$ cat config.mk
export PLATFORM = sky130hd
export DESIGN_NAME = io_strobe_seq
export DESIGN_NICKNAME = d
export VERILOG_FILES = /design/src/rtl/io_seq_pkg.sv /design/src/rtl/io_code_enc.sv /design/src/rtl/io_phase_ctl.sv /design/src/rtl/io_strobe_seq.sv
export SDC_FILE = /design/constraint.sdc
export NUM_CORES = 1
export LEC_CHECK = 0
export ABC_AREA = 1
export BUFFER_PORTS_ARGS = -buffer_cell sky130_fd_sc_hd__buf_2
export CAP_MARGIN = 10
export CORE_UTILIZATION = 44
export CTS_CLUSTER_SIZE = 30
export DETAILED_ROUTE_END_ITERATION = 12
export PLACE_DENSITY = 0.74
export SETUP_SLACK_MARGIN = 0.1
export SLEW_MARGIN = 20
export SYNTH_ARGS = -nofsm -noshare
export SYNTH_HDL_FRONTEND = slang
export SYNTH_SLANG_ARGS = --single-unit
$ cat constraint.sdc
create_clock -name clk_i -period 1.4 [get_ports clk_i]
set_clock_uncertainty 0.15 [all_clocks]
set_input_delay 0.28 -clock clk_i [delete_from_list [all_inputs] [get_ports clk_i]]
set_output_delay 0.28 -clock clk_i [all_outputs]
set_load 0.005 [all_outputs]
$ cat src/rtl/io_seq_pkg.sv
package io_seq_pkg;
  typedef enum logic [1:0] {PH_IDLE, PH_SETUP, PH_STROBE, PH_HOLD} phase_e;

  localparam logic [3:0] CODE_IDLE = 4'b1111;

  localparam logic [2:0] TGT_GIO  = 3'd0;
  localparam logic [2:0] TGT_IDE1 = 3'd1;
  localparam logic [2:0] TGT_IDE2 = 3'd2;
  localparam logic [2:0] TGT_FDC  = 3'd3;
endpackage

$ cat src/rtl/io_code_enc.sv
module io_code_enc
  import io_seq_pkg::*;
(
  input  logic [2:0] target_i,
  input  logic       write_i,
  output logic [3:0] code_o,
  output logic       legal_o,
  output logic       gio_o
);
  logic [2:0] sel;

  always_comb begin
    legal_o = 1'b1;
    unique case (target_i)
      TGT_GIO:  sel = 3'b110;
      TGT_IDE1: sel = 3'b100;
      TGT_IDE2: sel = 3'b101;
      TGT_FDC:  sel = 3'b011;
      default: begin
        sel     = 3'b111;
        legal_o = 1'b0;
      end
    endcase
    code_o = legal_o ? {write_i, sel} : CODE_IDLE;
    gio_o  = (target_i == TGT_GIO);
  end
endmodule

$ cat src/rtl/io_phase_ctl.sv
module io_phase_ctl
  import io_seq_pkg::*;
#(
  parameter int unsigned SETUP_CYC  = 2,
  parameter int unsigned STROBE_CYC = 3,
  parameter int unsigned HOLD_CYC   = 1
) (
  input  logic   clk_i,
  input  logic   rst_ni,
  input  logic   start_i,
  output phase_e phase_o,
  output logic   last_strobe_o,
  output logic   done_o
);
  localparam int unsigned MAX_A = (SETUP_CYC > STROBE_CYC) ? SETUP_CYC : STROBE_CYC;
  localparam int unsigned MAX_LEN = (MAX_A > HOLD_CYC) ? MAX_A : HOLD_CYC;
  localparam int unsigned CNT_W = (MAX_LEN < 2) ? 1 : $clog2(MAX_LEN);

  localparam logic [CNT_W-1:0] SETUP_LD  = CNT_W'(SETUP_CYC - 1);
  localparam logic [CNT_W-1:0] STROBE_LD = CNT_W'(STROBE_CYC - 1);
  localparam logic [CNT_W-1:0] HOLD_LD   = CNT_W'(HOLD_CYC - 1);

  phase_e           phase_q, phase_d;
  logic [CNT_W-1:0] cnt_q, cnt_d;
  logic             done_q, done_d;
  logic             cnt_zero;

  assign cnt_zero = (cnt_q == '0);

  always_comb begin
    phase_d = phase_q;
    cnt_d   = cnt_q;
    done_d  = 1'b0;
    unique case (phase_q)
      PH_IDLE: if (start_i) begin
        phase_d = PH_SETUP;
        cnt_d   = SETUP_LD;
      end
      PH_SETUP: if (cnt_zero) begin
        phase_d = PH_STROBE;
        cnt_d   = STROBE_LD;
      end else cnt_d = cnt_q - 1'b1;
      PH_STROBE: if (cnt_zero) begin
        phase_d = PH_HOLD;
        cnt_d   = HOLD_LD;
      end else cnt_d = cnt_q - 1'b1;
      PH_HOLD: if (cnt_zero) begin
        phase_d = PH_IDLE;
        done_d  = 1'b1;
      end else cnt_d = cnt_q - 1'b1;
      default: phase_d = PH_IDLE;
    endcase
  end

  always_ff @(posedge clk_i or negedge rst_ni) begin
    if (!rst_ni) begin
      phase_q <= PH_IDLE;
      cnt_q   <= '0;
      done_q  <= 1'b0;
    end else begin
      phase_q <= phase_d;
      cnt_q   <= cnt_d;
      done_q  <= done_d;
    end
  end

  assign phase_o       = phase_q;
  assign last_strobe_o = (phase_q == PH_STROBE) && cnt_zero;
  assign done_o        = done_q;

  AST_DONE_PULSE: assert property (@(posedge clk_i) disable iff (!rst_ni)
    done_q |=> !done_q);
  AST_DONE_AFTER_HOLD: assert property (@(posedge clk_i) disable iff (!rst_ni)
    $rose(done_q) |-> $past(phase_q) == PH_HOLD);
endmodule

$ cat src/rtl/io_strobe_seq.sv
module io_strobe_seq
  import io_seq_pkg::*;
#(
  parameter int unsigned CSEL_W     = 4,
  parameter int unsigned SETUP_CYC  = 2,
  parameter int unsigned STROBE_CYC = 3,
  parameter int unsigned HOLD_CYC   = 1
) (
  input  logic              clk_i,
  input  logic              rst_ni,
  input  logic              req_valid_i,
  output logic              req_ready_o,
  input  logic              req_write_i,
  input  logic [2:0]        req_target_i,
  input  logic [CSEL_W-1:0] req_csel_i,
  input  logic [7:0]        req_wdata_i,
  output logic              done_o,
  output logic              err_o,
  output logic [7:0]        rdata_o,
  output logic [3:0]        code_o,
  output logic [CSEL_W-1:0] csel_o,
  output logic [7:0]        bus_dout_o,
  output logic              bus_oe_o,
  input  logic [7:0]        bus_din_i
);
  localparam int unsigned RUN_W = $clog2(STROBE_CYC + 2);

  phase_e            phase;
  logic              last_strobe;
  logic              accept, start;
  logic [3:0]        enc_code;
  logic              enc_legal, enc_gio;
  logic [3:0]        code_q;
  logic              write_q, err_q;
  logic [CSEL_W-1:0] csel_q;
  logic [7:0]        wdata_q, rdata_q;

  io_code_enc u_enc (
    .target_i (req_target_i),
    .write_i  (req_write_i),
    .code_o   (enc_code),
    .legal_o  (enc_legal),
    .gio_o    (enc_gio)
  );

  io_phase_ctl #(
    .SETUP_CYC  (SETUP_CYC),
    .STROBE_CYC (STROBE_CYC),
    .HOLD_CYC   (HOLD_CYC)
  ) u_ctl (
    .clk_i         (clk_i),
    .rst_ni        (rst_ni),
    .start_i       (start),
    .phase_o       (phase),
    .last_strobe_o (last_strobe),
    .done_o        (done_o)
  );

  assign req_ready_o = (phase == PH_IDLE);
  assign accept      = req_valid_i && req_ready_o;
  assign start       = accept && enc_legal;

  always_ff @(posedge clk_i or negedge rst_ni) begin
    if (!rst_ni) begin
      code_q  <= CODE_IDLE;
      write_q <= 1'b0;
      csel_q  <= '0;
      wdata_q <= '0;
      rdata_q <= '0;
      err_q   <= 1'b0;
    end else begin
      err_q <= accept && !enc_legal;
      if (start) begin
        code_q  <= enc_code;
        write_q <= req_write_i;
        csel_q  <= enc_gio ? req_csel_i : '0;
        wdata_q <= req_wdata_i;
      end else if (done_o) begin
        csel_q  <= '0;
        write_q <= 1'b0;
      end
      if (last_strobe && !write_q) rdata_q <= bus_din_i;
    end
  end

  // selects and write data live from setup through hold
  logic active;
  assign active     = (phase != PH_IDLE);
  assign code_o     = (phase == PH_STROBE) ? code_q : CODE_IDLE;
  assign csel_o     = active ? csel_q : '0;
  assign bus_oe_o   = active && write_q;
  assign bus_dout_o = bus_oe_o ? wdata_q : '0;
  assign rdata_o    = rdata_q;
  assign err_o      = err_q;

  // run length of non-idle code for the strobe-width check
  logic [RUN_W-1:0] run_q;
  always_ff @(posedge clk_i or negedge rst_ni) begin
    if (!rst_ni) run_q <= '0;
    else if (code_o != CODE_IDLE) run_q <= run_q + 1'b1;
    else run_q <= '0;
  end

  AST_CODE_LEGAL: assert property (@(posedge clk_i) disable iff (!rst_ni)
    code_o inside {4'b1111, 4'b1110, 4'b0110, 4'b1101, 4'b0101,
                   4'b1100, 4'b0100, 4'b1011, 4'b0011});
  AST_STROBE_LEN: assert property (@(posedge clk_i) disable iff (!rst_ni)
    (code_o == CODE_IDLE && run_q != '0) |-> run_q == RUN_W'(STROBE_CYC));
  AST_CSEL_STABLE: assert property (@(posedge clk_i) disable iff (!rst_ni)
    (!req_ready_o && !$past(req_ready_o)) |-> $stable(csel_o));
  AST_WDATA_STABLE: assert property (@(posedge clk_i) disable iff (!rst_ni)
    (bus_oe_o && $past(bus_oe_o)) |-> $stable(bus_dout_o));
  AST_ERR_NO_BUS: assert property (@(posedge clk_i) disable iff (!rst_ni)
    err_o |-> (code_o == CODE_IDLE && !bus_oe_o && !done_o));
  AST_BUSY_NOT_READY: assert property (@(posedge clk_i) disable iff (!rst_ni)
    (code_o != CODE_IDLE) |-> !req_ready_o);
endmodule

==> reports/metrics.sh <==
NNETSFINAL=307
CTS-ROOT-TO-SINK-BUFFERS=2
POWERDENSITY_nW_PER_UM2=1990
DETAILROUTE.VIA_COUNT=1419
NUMBER_OF_GLOBAL_ROUTE_VIAS_BEFORE_REPAIR=1181
YOSYS-MUX-AREA-FRACTION=0
CP_MAX_FO=8
ROUTABILITYCONGESTION=0.835
FINAL_CORE_UTIL=0.720
ANT_NETS=0
SYNTH-COMPOUND-AREA-SHARE=0.0909
YS_TYPES=20
VIAS_PER_CELL=4.43
CELLLEAKAGEPOWER_nW=1.33
CELL_AREA_AFTER_SYNTHESIS_SQ_UM=1580
GRT_FIRST_PASS_WIRELENGTH_MM=4.89
TIMING_HOLD_VIOLATIONS_FINAL=0
TIMING.FINAL.SETUP_VIOLATIONS=47
TIMING_MAX_TRANSITION_VIOLATIONS_FINAL=0
GRT_USAGE=0.181
LEADING_CELL_TYPE_IN_THE_LAYOUT_FILL_AND_TAPS_EXCLUDED='sky130_fd_sc_hd__buf_2'
DIE_AREA_SQ_UM=3840
DRCVIOLATIONCOUNT=0
SYN_AREA_PER_CELL_SQ_UM=8.46
CLOCK_SINK_COUNT=31
LAYOUT.CELLS.MOST_COMMON_LIST='sky130_fd_sc_hd__buf_2 (51), sky130_fd_sc_hd__nand2_1 (44), sky130_fd_sc_hd__inv_1 (29)'
SHARE_OF_FINAL_LAYOUT_STANDARD_CELLS_STRONGER_THAN_DRIVE_STRENGTH_1=0.526
CTS_TREE='done'
POST_SYNTH_INST_COUNT=187
DESIGN.PORTCOUNT=55
SYNTHADDERAREAFRAC=0.0553
GLOBALROUTEOVERFLOWTOTAL=0
VIOLATIONS='negative setup slack'
FINALCRITICALPERIOD_NS=1.83
SHARE_SEQ_OF_TOTAL_POWER=0.312
FINAL-SEQ-AREA_SQ_UM=781
CTS-BUFFERS-INSERTED=5
STATUS='complete, but fails checks'
POSTSYNTHNETCOUNT=221
YOSYSWARNINGS=0
FP.DIEH_UM=62.0
ANTENNA_FOUND_INITIAL=0
MULTI_INPUT_AREA_SQ_UM=776
DIE_WIDTH_UM=62.0
FINALNONFILLERCELLS=320
NUMBER_OF_ITERATIONS_IN_THE_FIRST_DETAILED_ROUTING_PASS=5
POWER_SWITCHING_SHARE=0.371
DPL.HPWL_MM=2.31
ANTENNA_CELLS=0
WL_MM=3.39
EFFECTIVE_UTILIZATION_AT_FLOORPLAN=0.467
SYNTH-XOR-AREA-SHARE=0
FILL_CELLS=238
PATH_CLK_SLEW_NS=0.10
MAXIMUM_LEVEL_OF_THE_CTS_H_TREE=2
CLKLATENCYLATEPIN_NS=0.33
SHARE_CLK_OF_TOTAL_POWER=0.149
SYNTHSIMPLEGATEAREAFRAC=0.254
MAX_CAP_VIOLATIONS=0
AREA_GROWTH_SYN_TO_LAYOUT_PCT=54.2
CP_ARRIVAL_NS=1.40
WORST_SETUP_PATH_END_KIND='output port'
IO_BUFFER_COUNT=54
POWER_SWITCHING_mW=1.80
CLK_ROOT_BUFFER_CELL='sky130_fd_sc_hd__clkbuf_4'
DETAIL_ROUTE.WL_PER_CELL_UM=10.6
NUMBER_OF_DRC_VIOLATIONS_AFTER_DETAILED_ROUTING_ITERATION_0=42
TRANSITION_AT_THE_PIN_WITH_THE_SMALLEST_MAX_TRANSITION_SLACK_NS=0.265
GRT_MAX_DEGREE=32
INTERNAL_POWER_mW=3.05
WORSTSETUPSTARTPOINTTYPE='register'
CRITICAL_PATH_REQUIRED_NS=0.97
IRDROPWORSTVDD_uV=1130
TOTAL_POWER_mW=4.85
CORE_AREA_SQ_UM=3390
MAXCLOCKFREQUENCY_MHz=547
FINAL.PERIOD_UTILIZATION=1.31
SYNTH_TOP_FAMILY_BY_AREA='simple AND/OR/NAND/NOR gates'
HOLD_PATH.CLASS='input pin to register'
TIMING.SETUP.CRITICAL_PATH_CLASS='register to output port'
RSZ0062_AT_GRT='true'
SYNTH_SEQ_CELLS=31
SLACK_OF_THE_CRITICAL_PATH_NS=-0.429
SYNTH_SEQ_AREA_SHARE=0.493
TIMING.SLEW.HEADROOM=0.822
PLACE_INST=299
PLACEMENTROWS=21
DP_WORST_SETUP_SLACK_NS=-0.178
HOLD_WS_NS=0.0122
COMB_POWER_SHARE=0.539
## worst max-delay path, stage by stage, from the launching register on
cell and delay [ns]:
sky130_fd_sc_hd__dfrtp_1 0.43, sky130_fd_sc_hd__inv_2 0.07, sky130_fd_sc_hd__ha_4 0.17, sky130_fd_sc_hd__buf_4 0.18
sky130_fd_sc_hd__nor2_1 0.11, sky130_fd_sc_hd__buf_2 0.11
## path summary, 6_finish.rpt
path / startpoint / endpoint / slack (ns) / cells after the start
setup / recovery: u_ctl.phase_o[1]$_DFFE_PN0P_ / csel_o[2] / -0.43 / 5
setup reg to reg: u_ctl.phase_o[1]$_DFFE_PN0P_ / csel_q[1]$_DFFE_PN0P_ / -0.30 / 10
hold / removal: req_csel_i[0] / csel_q[0]$_DFFE_PN0P_ / 0.01 / 3
max in group asynchronous: rst_ni / code_q[0]$_DFFE_PN1P_ / 0.58 / 3
min in group asynchronous: rst_ni / u_ctl.done_o$_DFF_PN0_ / 0.28 / 3
hold reg to reg: code_q[3]$_DFFE_PN1P_ / code_q[3]$_DFFE_PN1P_ / 0.33 / 2
## metal layers
| layer | vias to the layer above | track usage | share of wire |
|---|---|---|---|
| li1 | 736 | - | - |
| met1 | 639 | 0.206 | 0.44 |
| met2 | 40 | 0.312 | 0.50 |
| met3 | 4 | 0.0642 | 0.052 |
| met4 | 0 | 0.0667 | 0.0085 |
| met5 | - | 0 | 0 |
## power groups by stage
stage	combinational [mW]	clock, mW	sequential [mW]
6_report	2.61	0.725	1.51
4_1_cts	2.27	0.745	1.51
2_1_floorplan	1.22	0	1.51
3_3_place_gp	1.93	0	1.51
5_1_grt	2.90	0.787	1.57
3_5_place_dp	1.96	0	1.51
## metrics by stage
step / area (sq um) / setup TNS, ns
6_report: 2440 / -12.74
4_1_cts: 2280 / -9.53
3_5_place_dp: 2030 / -3.82
3_3_place_gp: 2030 / -2.79
2_1_floorplan: 1600 / -1.74
5_1_grt: 2440 / -15.82
## state kept, by name, indices dropped and copies added, names as in the netlist
| signal | count |
|---|---|
| wdata_q | 8 |
| u_ctl.cnt_q | 2 |
| csel_q | 4 |
| code_q | 4 |
| write_q | 1 |
| u_ctl.done_o | 1 |
| rdata_o | 8 |
| u_ctl.phase_o | 2 |
| err_o | 1 |
## Yosys cell counts
library cell / n / share of area
sky130_fd_sc_hd__nand2_2: 1 / 0.0040
sky130_fd_sc_hd__nand2_4: 2 / 0.014
sky130_fd_sc_hd__nand3_2: 1 / 0.0063
sky130_fd_sc_hd__or2_2: 2 / 0.0079
sky130_fd_sc_hd__o21ai_0: 11 / 0.035
sky130_fd_sc_hd__nand4_1: 1 / 0.0040
sky130_fd_sc_hd__a21oi_1: 2 / 0.0063
sky130_fd_sc_hd__nor2_4: 2 / 0.014
sky130_fd_sc_hd__ha_1: 7 / 0.055
sky130_fd_sc_hd__inv_1: 34 / 0.081
sky130_fd_sc_hd__buf_4: 1 / 0.0047
sky130_fd_sc_hd__dfstp_2: 4 / 0.066
sky130_fd_sc_hd__nand3_1: 2 / 0.0063
sky130_fd_sc_hd__nand3_4: 1 / 0.011
sky130_fd_sc_hd__o21ai_2: 9 / 0.050
sky130_fd_sc_hd__dfrtp_1: 27 / 0.43
sky130_fd_sc_hd__nand2_1: 54 / 0.13
sky130_fd_sc_hd__nor2_1: 21 / 0.050
sky130_fd_sc_hd__buf_6: 3 / 0.021
sky130_fd_sc_hd__nor2_2: 2 / 0.0079
## final cells by class
type / count / area share
sequential: 31 / 0.320
inverter: 34 / 0.0544
multi-input combinational: 118 / 0.318
timing repair buffer: 83 / 0.249
clock buffer: 6 / 0.0210
tap: 46 / 0.0236
clock inverter: 2 / 0.0144
## logic make-up after synthesis
group / count (synthesis)
and+or+nand+nor: 89
buffers and inverters: 38
DFF: 31
AOI/OAI and AO/OA: 22
adders and majority gates: 7
## timing repair
action	4_1_cts	5_1_grt
buffers inserted	4	2
pin swaps	6	10
endpoints found under the setup margin	48	57
gates cloned	0	2
hold endpoints to repair	35	0
hold buffers	5	0
resized for setup	25	40
Power figures use the tool's default switching activity.
